## config.mk

```make
export PLATFORM = sky130hd
export DESIGN_NAME = spr_access_unit
export DESIGN_NICKNAME = d
export VERILOG_FILES = /design/src/rtl/spr_access_pkg.sv /design/src/rtl/spr_access_ctrl.sv /design/src/rtl/spr_access_datapath.sv /design/src/rtl/spr_access_unit.sv
export SDC_FILE = /design/constraint.sdc
export NUM_CORES = 1
export LEC_CHECK = 0
export BUFFER_PORTS_ARGS = -buffer_cell sky130_fd_sc_hd__buf_2
export CAP_MARGIN = 20
export CORE_AREA = 2 2 194 196
export CTS_BUF_LIST = sky130_fd_sc_hd__clkbuf_4 sky130_fd_sc_hd__clkbuf_8
export DETAILED_ROUTE_END_ITERATION = 8
export DIE_AREA = 0 0 196 198
export PLACE_DENSITY = 0.49
export RECOVER_POWER = 50
export SKIP_LAST_GASP = 1
export SLEW_MARGIN = 30
export SYNTH_ARGS = -nofsm -noshare
export SYNTH_HDL_FRONTEND = slang
export SYNTH_SLANG_ARGS = --single-unit
```

## constraint.sdc

```tcl
create_clock -name clk -period 3.7 [get_ports clk]
set_input_delay 0.925 -clock clk [delete_from_list [all_inputs] [get_ports clk]]
set_output_delay 0.925 -clock clk [all_outputs]
set_load 0.02 [all_outputs]
```

## src/rtl/spr_access_pkg.sv

```systemverilog
package spr_access_pkg;

  // Fixed special-register addresses
  localparam int ADR_VER     = 'h000;
  localparam int ADR_UNIT    = 'h001;
  localparam int ADR_CFG     = 'h002;
  localparam int ADR_NEXTPC  = 'h010;
  localparam int ADR_STAT    = 'h011;
  localparam int ADR_PREVPC  = 'h012;
  localparam int ADR_FPCTL   = 'h014;
  localparam int ADR_EXCPC   = 'h020;
  localparam int ADR_EXCSTAT = 'h040;
  localparam int ADR_MACLO   = 'h280;
  localparam int ADR_MACHI   = 'h281;
  localparam int ADR_TMRMODE = 'h600;

  // Write target indices (bit positions of wrEn)
  localparam int WT_FPCTL   = 0;
  localparam int WT_EXCPC   = 1;
  localparam int WT_EXCSTAT = 2;
  localparam int WT_MACLO   = 3;
  localparam int WT_MACHI   = 4;
  localparam int WT_STAT    = 5;
  localparam int WT_SHADOW  = 6;
  localparam int WT_COUNT   = 7;

  typedef enum logic [3:0] {
    RD_NONE, RD_VER, RD_UNIT, RD_CFG, RD_STAT, RD_PREVPC,
    RD_FPCTL, RD_EXCPC, RD_MACLO, RD_MACHI, RD_SHADOW
  } rdSel_e;

  typedef struct packed {
    logic                respond;
    rdSel_e              rdSel;
    logic [WT_COUNT-1:0] wrStrobe;
    logic                redirect;
    logic                fault;
  } ctlStrobes_t;

endpackage

```

## src/rtl/spr_access_ctrl.sv

```systemverilog
module spr_access_ctrl
  import spr_access_pkg::*;
#(
  parameter int ADDR_W       = 12,
  parameter int DATA_W       = 32,
  parameter int IMPL_COUNT   = 'h800,
  parameter int SHADOW_BASE  = 'h400,
  parameter int SHADOW_DEPTH = 512
) (
  input  logic              opValid,
  input  logic              opWrite,
  input  logic [ADDR_W-1:0] opAddr,
  input  logic [DATA_W-1:0] opData,
  input  logic              supMode,
  input  logic              userAccess,
  output ctlStrobes_t       strobes
);

  localparam int WIN_END = SHADOW_BASE + SHADOW_DEPTH;

  logic [31:0]         addrWide;
  logic                privOk;
  logic                inRange;
  logic                inWindow;
  rdSel_e              rdHit;
  logic [WT_COUNT-1:0] wrHit;
  logic                npcHit;
  logic                tmrHit;

  assign addrWide = 32'(opAddr);
  assign privOk   = supMode | userAccess;
  assign inRange  = addrWide < 32'(IMPL_COUNT);
  assign inWindow = (addrWide >= 32'(SHADOW_BASE)) && (addrWide < 32'(WIN_END));

  // Read whitelist
  always_comb begin
    rdHit = RD_NONE;
    if (inWindow) begin
      rdHit = RD_SHADOW;
    end else begin
      case (addrWide)
        ADR_VER:    rdHit = RD_VER;
        ADR_UNIT:   rdHit = RD_UNIT;
        ADR_CFG:    rdHit = RD_CFG;
        ADR_STAT:   rdHit = RD_STAT;
        ADR_PREVPC: rdHit = RD_PREVPC;
        ADR_FPCTL:  rdHit = RD_FPCTL;
        ADR_EXCPC:  rdHit = RD_EXCPC;
        ADR_MACLO:  rdHit = RD_MACLO;
        ADR_MACHI:  rdHit = RD_MACHI;
        default:    rdHit = RD_NONE;
      endcase
    end
  end

  // Write whitelist and side-effect targets
  always_comb begin
    wrHit  = '0;
    npcHit = 1'b0;
    tmrHit = 1'b0;
    if (inWindow) begin
      wrHit[WT_SHADOW] = 1'b1;
    end else begin
      case (addrWide)
        ADR_FPCTL:   wrHit[WT_FPCTL]   = 1'b1;
        ADR_EXCPC:   wrHit[WT_EXCPC]   = 1'b1;
        ADR_EXCSTAT: wrHit[WT_EXCSTAT] = 1'b1;
        ADR_MACLO:   wrHit[WT_MACLO]   = 1'b1;
        ADR_MACHI:   wrHit[WT_MACHI]   = 1'b1;
        ADR_STAT:    wrHit[WT_STAT]    = 1'b1;
        ADR_NEXTPC:  npcHit            = 1'b1;
        ADR_TMRMODE: tmrHit            = 1'b1;
        default:     ;
      endcase
    end
  end

  // Strobe generation: privilege, then range, then whitelist
  always_comb begin
    strobes = '0;
    strobes.rdSel = RD_NONE;
    if (opValid) begin
      strobes.respond = 1'b1;
      if (!privOk || !inRange) begin
        strobes.fault = 1'b1;
      end else if (!opWrite) begin
        if (rdHit == RD_NONE) strobes.fault = 1'b1;
        else                  strobes.rdSel = rdHit;
      end else begin
        if (wrHit != '0)  strobes.wrStrobe = wrHit;
        else if (npcHit)  strobes.redirect = 1'b1;
        else if (tmrHit)  strobes.fault    = (opData != '0);
        else              strobes.fault    = 1'b1;
      end
    end
  end

endmodule

```

## src/rtl/spr_access_datapath.sv

```systemverilog
module spr_access_datapath
  import spr_access_pkg::*;
#(
  parameter int ADDR_W      = 12,
  parameter int DATA_W      = 32,
  parameter int SHADOW_BASE = 'h400,
  parameter int IDX_W       = 9,
  parameter int FO_BIT      = 15
) (
  input  logic                clk,
  input  logic                rst_n,
  input  ctlStrobes_t         strobes,
  input  logic [ADDR_W-1:0]   opAddr,
  input  logic [DATA_W-1:0]   opData,
  input  logic [DATA_W-1:0]   verVal,
  input  logic [DATA_W-1:0]   unitVal,
  input  logic [DATA_W-1:0]   cfgVal,
  input  logic [DATA_W-1:0]   statVal,
  input  logic [DATA_W-1:0]   prevPcVal,
  input  logic [DATA_W-1:0]   fpCtlVal,
  input  logic [DATA_W-1:0]   excPcVal,
  input  logic [DATA_W-1:0]   macLoVal,
  input  logic [DATA_W-1:0]   macHiVal,
  output logic [IDX_W-1:0]    shadowRdIdx,
  input  logic [DATA_W-1:0]   shadowRdData,
  output logic                rspValid,
  output logic                rspErr,
  output logic [DATA_W-1:0]   rdData,
  output logic [WT_COUNT-1:0] wrEn,
  output logic [DATA_W-1:0]   wrDataOut,
  output logic [IDX_W-1:0]    wrIdx,
  output logic                redirect,
  output logic [DATA_W-1:0]   redirectPc,
  output logic                dsClear
);

  localparam logic [DATA_W-1:0] FO_MASK = DATA_W'(1) << FO_BIT;

  logic [DATA_W-1:0] rdNext;
  logic [DATA_W-1:0] wrDataNext;
  logic [IDX_W-1:0]  idxNext;
  logic              anyWrite;

  assign shadowRdIdx = IDX_W'(32'(opAddr) - 32'(SHADOW_BASE));
  assign anyWrite    = (strobes.wrStrobe != '0);

  always_comb begin
    case (strobes.rdSel)
      RD_VER:    rdNext = verVal;
      RD_UNIT:   rdNext = unitVal;
      RD_CFG:    rdNext = cfgVal;
      RD_STAT:   rdNext = statVal;
      RD_PREVPC: rdNext = prevPcVal;
      RD_FPCTL:  rdNext = fpCtlVal;
      RD_EXCPC:  rdNext = excPcVal;
      RD_MACLO:  rdNext = macLoVal;
      RD_MACHI:  rdNext = macHiVal;
      RD_SHADOW: rdNext = shadowRdData;
      default:   rdNext = '0;
    endcase
  end

  always_comb begin
    wrDataNext = '0;
    if (anyWrite) begin
      wrDataNext = opData;
      if (strobes.wrStrobe[WT_STAT]) wrDataNext = opData | FO_MASK;
    end
  end

  assign idxNext = strobes.wrStrobe[WT_SHADOW] ? shadowRdIdx : '0;

  always_ff @(posedge clk) begin
    if (!rst_n) begin
      rspValid   <= 1'b0;
      rspErr     <= 1'b0;
      rdData     <= '0;
      wrDataOut  <= '0;
      wrIdx      <= '0;
      redirect   <= 1'b0;
      redirectPc <= '0;
      dsClear    <= 1'b0;
    end else begin
      rspValid   <= strobes.respond;
      rspErr     <= strobes.fault;
      rdData     <= rdNext;
      wrDataOut  <= wrDataNext;
      wrIdx      <= idxNext;
      redirect   <= strobes.redirect;
      redirectPc <= strobes.redirect ? opData : '0;
      dsClear    <= strobes.redirect;
    end
  end

  // One enable flop per write target
  for (genvar t = 0; t < WT_COUNT; t++) begin : g_wrEn
    always_ff @(posedge clk) begin
      if (!rst_n) wrEn[t] <= 1'b0;
      else        wrEn[t] <= strobes.wrStrobe[t];
    end
  end

  // at most one write target per response
  a_r4_onehot_wr: assert property (@(posedge clk) disable iff (!rst_n)
    $onehot0(wrEn));

  // every status write carries the fixed-one bit
  a_r5_fo_forced: assert property (@(posedge clk) disable iff (!rst_n)
    wrEn[WT_STAT] |-> wrDataOut[FO_BIT]);

  // redirect never coincides with a register write, always clears delay slot
  a_r6_redirect_excl: assert property (@(posedge clk) disable iff (!rst_n)
    redirect |-> (dsClear && wrEn == '0 && !rspErr));

  // idle cycles are quiet
  a_r8_idle_quiet: assert property (@(posedge clk) disable iff (!rst_n)
    !rspValid |-> (wrEn == '0 && !redirect && !rspErr && rdData == '0));

endmodule

```

## src/rtl/spr_access_unit.sv

```systemverilog
module spr_access_unit
  import spr_access_pkg::*;
#(
  parameter int ADDR_W       = 12,
  parameter int DATA_W       = 32,
  parameter int IMPL_COUNT   = 'h800,
  parameter int SHADOW_BASE  = 'h400,
  parameter int SHADOW_DEPTH = 512,
  parameter int FO_BIT       = 15,
  parameter int IDX_W        = $clog2(SHADOW_DEPTH)
) (
  input  logic                clk,
  input  logic                rst_n,
  input  logic                opValid,
  input  logic                opWrite,
  input  logic [ADDR_W-1:0]   opAddr,
  input  logic [DATA_W-1:0]   opData,
  input  logic                supMode,
  input  logic                userAccess,
  input  logic [DATA_W-1:0]   verVal,
  input  logic [DATA_W-1:0]   unitVal,
  input  logic [DATA_W-1:0]   cfgVal,
  input  logic [DATA_W-1:0]   statVal,
  input  logic [DATA_W-1:0]   prevPcVal,
  input  logic [DATA_W-1:0]   fpCtlVal,
  input  logic [DATA_W-1:0]   excPcVal,
  input  logic [DATA_W-1:0]   macLoVal,
  input  logic [DATA_W-1:0]   macHiVal,
  output logic [IDX_W-1:0]    shadowRdIdx,
  input  logic [DATA_W-1:0]   shadowRdData,
  output logic                rspValid,
  output logic                rspErr,
  output logic [DATA_W-1:0]   rdData,
  output logic [WT_COUNT-1:0] wrEn,
  output logic [DATA_W-1:0]   wrDataOut,
  output logic [IDX_W-1:0]    wrIdx,
  output logic                redirect,
  output logic [DATA_W-1:0]   redirectPc,
  output logic                dsClear
);

  ctlStrobes_t strobes;

  spr_access_ctrl #(
    .ADDR_W(ADDR_W), .DATA_W(DATA_W), .IMPL_COUNT(IMPL_COUNT),
    .SHADOW_BASE(SHADOW_BASE), .SHADOW_DEPTH(SHADOW_DEPTH)
  ) u_ctrl (
    .opValid(opValid), .opWrite(opWrite), .opAddr(opAddr), .opData(opData),
    .supMode(supMode), .userAccess(userAccess), .strobes(strobes)
  );

  spr_access_datapath #(
    .ADDR_W(ADDR_W), .DATA_W(DATA_W), .SHADOW_BASE(SHADOW_BASE),
    .IDX_W(IDX_W), .FO_BIT(FO_BIT)
  ) u_dp (
    .clk(clk), .rst_n(rst_n), .strobes(strobes), .opAddr(opAddr), .opData(opData),
    .verVal(verVal), .unitVal(unitVal), .cfgVal(cfgVal), .statVal(statVal),
    .prevPcVal(prevPcVal), .fpCtlVal(fpCtlVal), .excPcVal(excPcVal),
    .macLoVal(macLoVal), .macHiVal(macHiVal),
    .shadowRdIdx(shadowRdIdx), .shadowRdData(shadowRdData),
    .rspValid(rspValid), .rspErr(rspErr), .rdData(rdData), .wrEn(wrEn),
    .wrDataOut(wrDataOut), .wrIdx(wrIdx), .redirect(redirect),
    .redirectPc(redirectPc), .dsClear(dsClear)
  );

  // denied privilege always errors with no effect
  a_r1_priv_denied: assert property (@(posedge clk) disable iff (!rst_n)
    (opValid && !supMode && !userAccess) |=>
      (rspValid && rspErr && rdData == '0 && wrEn == '0 && !redirect));

  // out-of-range addresses always error with no effect
  a_r2_out_of_range: assert property (@(posedge clk) disable iff (!rst_n)
    (opValid && (32'(opAddr) >= 32'(IMPL_COUNT))) |=>
      (rspErr && rdData == '0 && wrEn == '0 && !redirect));

  // zero write to the timer mode register is silent
  a_r7_timer_zero_ok: assert property (@(posedge clk) disable iff (!rst_n)
    (opValid && opWrite && (supMode || userAccess) &&
     32'(opAddr) == ADR_TMRMODE && opData == '0) |=>
      (rspValid && !rspErr && wrEn == '0 && !redirect));

endmodule

```

# Word level (Yosys, flattened, before mapping)
# Cells that the tools add are included.
# Widths: inputs -> output; s select.
[op_classes]
addsub = 1
order_cmp = 3
n_eq_ne = 21
n_mux = 29
bitwise_logic = 1
n_reduce_logical = 13
[op_table]
columns = ["operator", "n"]
rows = [
  ["$pmux 32 s10", 1],
  ["$eq 12x5->1 const B", 4],
  ["$pmux 4 s9", 1],
  ["$logic_not 32->1", 1],
  ["$reduce_bool 32->1", 1],
  ["$eq 12x10->1 const B", 2],
  ["$mux 1", 17],
  ["$eq 4x3->1 const B", 4],
  ["$mux 16", 1],
  ["$mux 14", 1],
  ["$reduce_bool 7->1", 2],
  ["$eq 12x1->1 const B", 1],
  ["$eq 12x11->1 const B", 1],
  ["$eq 12x2->1 const B", 1],
  ["$eq 12x6->1 const B", 1],
  ["$eq 12x7->1 const B", 1],
  ["$eq 4x4->1 const B", 3],
  ["$ge 12x11->1 const B", 1],
  ["$lt 12x11->1 const B", 1],
  ["$lt 12x12->1 const B", 1],
  ["$mux 12", 1],
  ["$mux 4", 3],
  ["$sub 9x1->9 const B", 1],
  ["$eq 4x2->1 const B", 2],
  ["other kinds (11)", 15],
]
[totals]
ff_bits = 115
input_bits = 370
output_inout_bits = 125
elab_cells = 82

# Longest topological paths before layout
[logic_depth]
word_depth = 11
ltp_mapped = 11
mapped_depth_nobuf = 6

# By module
# Synthesis repeated with hierarchy kept, for this count alone.
[unflattened]
cells_unflattened = 685
area_unflattened_um2 = 6344.8
[by_module_without_submodules]
columns = ["module", "n_inst", "cells_per_inst", "area_per_inst_um2", "seq_area_each_um2"]
rows = [
  ["spr_access_datapath", 1, 605, 5813.1, 2302.2],
  ["spr_access_ctrl", 1, 80, 531.8, 0.0],
]

# Worst setup path after synthesis
# OpenSTA, ideal clock, no wires.
[synth_timing]
path_type = "input -> register"
startpoint = "in opAddr[4]"
endpoint = "reg u_dp.rdData[11]"
setup_ns = 0.132
t_arrival_ns = 2.781
required_time_ns = 3.568
path_slack_ns = 0.787
cell_stages = 10
path_buffers = 4
path_cell_list = "buf_6 > or4_4 > buf_6 > or3_1 > buf_6 > buf_8 > nand3_2 > a21oi_2 > a2111oi_4 > a31oi_1"
[synth_between]
elab_chain_len = 10
word_cells_on_any_way = 33
cone_classes = "order compare (3); eq/ne (18); mux (7); reduce/logical (5)"
[synth_lines]
columns = ["element", "line", "source"]
rows = [
  ["from (decl)", "spr_access_unit.sv:16", "input logic [ADDR_W-1:0] opAddr,"],
  ["$ge 12x11->1, or another cell as far along", "spr_access_ctrl.sv:33", "assign inWindow = (addrWide >= 32'(SHADOW_BASE)) && (addrWide < 32'(WIN_END));"],
  ["$logic_and 1x1->1 or $pmux 4 s9 (tied branches)", "spr_access_ctrl.sv:33, spr_access_ctrl.sv:41", ""],
  ["$mux 4", "spr_access_ctrl.sv:38", "if (inWindow) begin"],
  ["$logic_not 4->1", "spr_access_ctrl.sv:87", "if (rdHit == RD_NONE) strobes.fault = 1'b1;"],
  ["$mux 4", "spr_access_ctrl.sv:87", ""],
  ["$mux 4", "spr_access_ctrl.sv:86", "end else if (!opWrite) begin"],
  ["$mux 12 (*)", "spr_access_ctrl.sv:84", "if (!privOk || !inRange) begin"],
  ["$mux 14 (*)", "spr_access_ctrl.sv:82", "if (opValid) begin"],
  ["$eq 4x4->1, or another cell as far along", "spr_access_datapath.sv:48", "case (strobes.rdSel)"],
  ["$pmux 32 s10 (*)", "spr_access_datapath.sv:48", ""],
  ["to (signal assigned)", "spr_access_datapath.sv:86", "rdData <= rdNext;"],
  ["to (decl)", "spr_access_datapath.sv:28", "output logic [DATA_W-1:0] rdData,"],
]
# Mark *: on every way between the ends. The rest lies on a longest branch, timed or not.
# A chain may end at the register's enable or synchronous reset.

# Final worst setup path
[layout_timing]
startpoint = "in opAddr[10]"
endpoint = "reg u_dp.rdData[23]"
# Same word-level chain as after synthesis.

==> metrics.log <==
[metrics] multiplexer fraction of the synthesized cell area: 0.294%
[metrics] distinct cell type count of the synthesized netlist: 60
[metrics] count of pins on the block boundary: 495
[metrics] CTS tree: done
[metrics] Max Cap Violations: 0
[metrics] count of filler cells inserted in the layout: 4099
[metrics] largest fanout of any net on the critical path: 30
[metrics] largest net degree at the start of global routing: 65
[metrics] Netlist Area Pre-Place: 0.00724 mm²
[metrics] sequential fraction of the synthesis area: 31.8%
[metrics] area fraction in compound gates after synthesis: 37.2%
[metrics] DRC violation count after routing: 0
[metrics] share of synthesized cell area in full adder, half adder and majority cells: 0%
[metrics] detailed router's first-iteration violation count: 296
[metrics] register bit total from synthesis: 115
[metrics] top area cells in the synthesized netlist: dfxtp_1, a2111oi_4, and2_1, o21ai_0, a22o_4
[metrics] total grt overflow: 0
[metrics] aggregate negative setup slack: 0 ns
[metrics] die footprint: 0.0388 mm²
[metrics] number of clock buffers inserted by TritonCTS: 17
[metrics] fin crit share: 86.6%
[metrics] H-tree level count: 4
[metrics] Initial Util: 19.6%
[metrics] final RePlAce weighted congestion: 0.851
[metrics] top cell type's share of synthesized area: 31.8%
[metrics] share of synthesized registers carrying an async set or reset: 0%
[metrics] Post-Synthesis Net Count: 1159
[metrics] initial antenna violation count: 8
[metrics] post-synthesis to final-layout area growth: 45.0%
[metrics] number of warnings issued by yosys: 0
[metrics] required time at the worst-slack endpoint: 4.11 ns
[metrics] clock network power share: 43.7%
[metrics] average footprint of a synthesized cell: 9.18 µm²
[metrics] portion of total power attributed to combinational logic: 12.9%
[metrics] Die Height: 198 µm
[metrics] cell area after placement: 0.0102 mm²
[metrics] die width: 196 µm
[metrics] count of cells resized by post-cts repair: 0
[metrics] clock slew seen by the registers of the worst setup and hold paths: 0.08 ns
[metrics] clock net sink count: 115
[metrics] cell accounting for the most synthesized area: dfxtp_1
[metrics] antenna-violating nets left: 0
[metrics] RSZ-0062 raised after global routing: no
[metrics] sort of element at the start of the critical path: input port
[metrics] placeable core area: 0.0370 mm²
[metrics] clock period minus final worst setup slack: 3.20 ns
[metrics] via count of the first global-routing pass: 8289
[metrics] beginning of the critical path: opAddr[10]
[metrics] Cell Pwr Density: 273 mW/mm²
[metrics] crit path DAT: 3.61 ns
[metrics] all-layer global routing usage: 18.4%
[metrics] routed via count: 8015
[metrics] maximum frequency from static timing analysis: 0.312 GHz
[metrics] hold path startpoint: opData[0]
[metrics] Synth Area in Simple Gates: 23.7%
[metrics] Max clock buf depth: 2
[metrics] cell row count: 71
[metrics] wire length of the first global-routing pass: 52.2 mm
[metrics] DP Worst Slack: 0.218 ns
[metrics] hold crit path type: in -> reg
[metrics] classification of the worst setup path: in -> reg
[metrics] most common flop cell mapped by yosys: dfxtp_1
[metrics] Leakage: 4.45 nW
[metrics] hpwl dp: 28.7 mm
[metrics] IO buf count: 494
[metrics] result of the run: finished clean
[metrics] overall routed net length: 36.7 mm
[metrics] net switching power: 0.806 mW
[metrics] average vias per placed instance: 4.60
[metrics] Pre-Repair DR Iteration Count: 5
[metrics] setup violation total in the final timing report: 0
[metrics] largest family of logic cells by synthesized area: compound AO/OA/AOI/OAI gates
[metrics] endpoint class of the critical path: flip-flop
[metrics] least setup slack across all paths after layout: 0.496 ns
[metrics] CTS root buffer: clkbuf_8
[metrics] EDFF count, synth: 0
[metrics] Post-CTS Setup Inserts: 0
[metrics] Flop pwr share: 43.3%
[metrics] switching portion of total power: 28.2%
[metrics] number of nets at the end of the flow: 1623
[metrics] fraction of layout instances using a drive strength above 1: 44.5%
[metrics] worst-margin pin slew: 0.792 ns
[metrics] worst vdd ir: 0.000182 V
[metrics] total count of max-transition violations in the final report: 0
[metrics] Internal Dissipation: 2.05 mW
[metrics] hold buffer count at cts: 0
[metrics] xor/xnor cell area share of the yosys netlist: 0.121%
[metrics] Rel. slew slack: 47.2%
[metrics] final number of hold-violating endpoints: 0
[metrics] DR WL/cell: 21.1 µm
[metrics] post-layout instance area: 0.0105 mm²
[metrics] Syn Inst Count: 789
-- worst max-delay path: stages --
cell      delay (ns)
clkbuf_1        0.19
or3b_1          0.74
buf_4           0.37
nand3_1         0.35
nor3_4          0.35
buf_12          0.24
o21ai_0         0.22
a31oi_1         0.20
-- synth_stat cells, drive strengths merged (2+ instances only) --
cell type,number
nor4,12
nand2b,3
o311ai,2
buf,45
nand3,41
o2bb2ai,6
and2,103
nor4b,4
a31oi,34
nor3,14
nor3b,2
or3,3
a21boi,32
dfxtp,115
or4,2
inv,5
nor2,12
a21oi,63
a2111oi,31
o21a,2
clkbuf,38
o21ai,96
nand2,75
a22o,24
nand4,7
-- area by class of cell --
class                   instances  area [µm²]  share of cell area (%)
clock inverters                14         154                    1.47
repair buffers                528        2680                    25.5
flip-flops and latches        115        2300                    21.9
well taps                     474         593                    5.65
inverters                       5        18.8                   0.179
clock buffers                  18         248                    2.36
multi-input cells             586        4500                    42.9
diodes                          2        5.00                  0.0477
-- cell usage in the layout (no fill, tap or decap), drive strengths merged, types with 3 or more instances in the layout --
| cell | netlist | routed |
|---|---|---|
| buf | 45 | 410 |
| clkbuf | 38 | 136 |
| dfxtp | 115 | 115 |
| and2 | 103 | 103 |
| o21ai | 96 | 96 |
| nand2 | 75 | 75 |
| a21oi | 63 | 63 |
| nand3 | 41 | 41 |
| a31oi | 34 | 34 |
| a21boi | 32 | 32 |
| a2111oi | 31 | 31 |
| a22o | 24 | 24 |
| nor3 | 14 | 14 |
| nor2 | 12 | 12 |
| nor4 | 12 | 12 |
| clkinv | 0 | 9 |
| inv | 5 | 8 |
| nand4 | 7 | 7 |
| o2bb2ai | 6 | 6 |
| nor4b | 4 | 4 |
| or3 | 3 | 3 |
| nand2b | 3 | 3 |
-- power groups by stage --
stage          sequential, mW  clock (mW)  combinational, mW
2_1_floorplan            1.27           0              0.107
3_3_place_gp             1.27           0              0.373
3_5_place_dp             1.27           0              0.372
6_report                 1.24        1.25              0.369
4_1_cts                  1.24        1.31              0.375
5_1_grt                  1.24        1.34              0.403
-- metal layers --
layer / vias up / track usage [%] / share of wire, %
met5: - / 0 / 0.13
met4: 6 / 7.69 / 2.9
met3: 46 / 4.51 / 6.7
met2: 386 / 32.6 / 49
met1: 3767 / 21.1 / 41
li1: 3810 / - / -
-- cell families after synthesis --
logic type      count (synthesis)
flops                         115
mux                             2
compound gates                298
xor+xnor                        1
buf+inv                        88
simple gates                  285
-- metrics by stage --
stage	power (mW)	util (%)	cells	hold WS (ns)
floorplan	1.38	-	789	1.05
global placement	1.64	27.7	1708	1.16
detailed placement	1.64	27.7	1708	1.16
CTS	2.92	28.8	1740	0.623
global route	2.98	28.4	1742	0.657
finish	2.86	28.4	1742	0.679
-- sequential cells by signal, summed over array words and instances, names as in the netlist --
register,cells
u_dp.rdData,32
u_dp.redirect,1
u_dp.redirectPc,32
u_dp.rspErr,1
u_dp.rspValid,1
u_dp.wrDataOut,32
u_dp.wrEn,7
u_dp.wrIdx,9
-- final timing paths --
| path | cells past startpoint | end | slack, ns |
|---|---|---|---|
| setup / recovery | 8 | u_dp.rdData[23] | 0.50 |
| hold / removal | 2 | u_dp.redirectPc[0] | 0.68 |
Note: power is estimated with default switching activity, not from simulation.
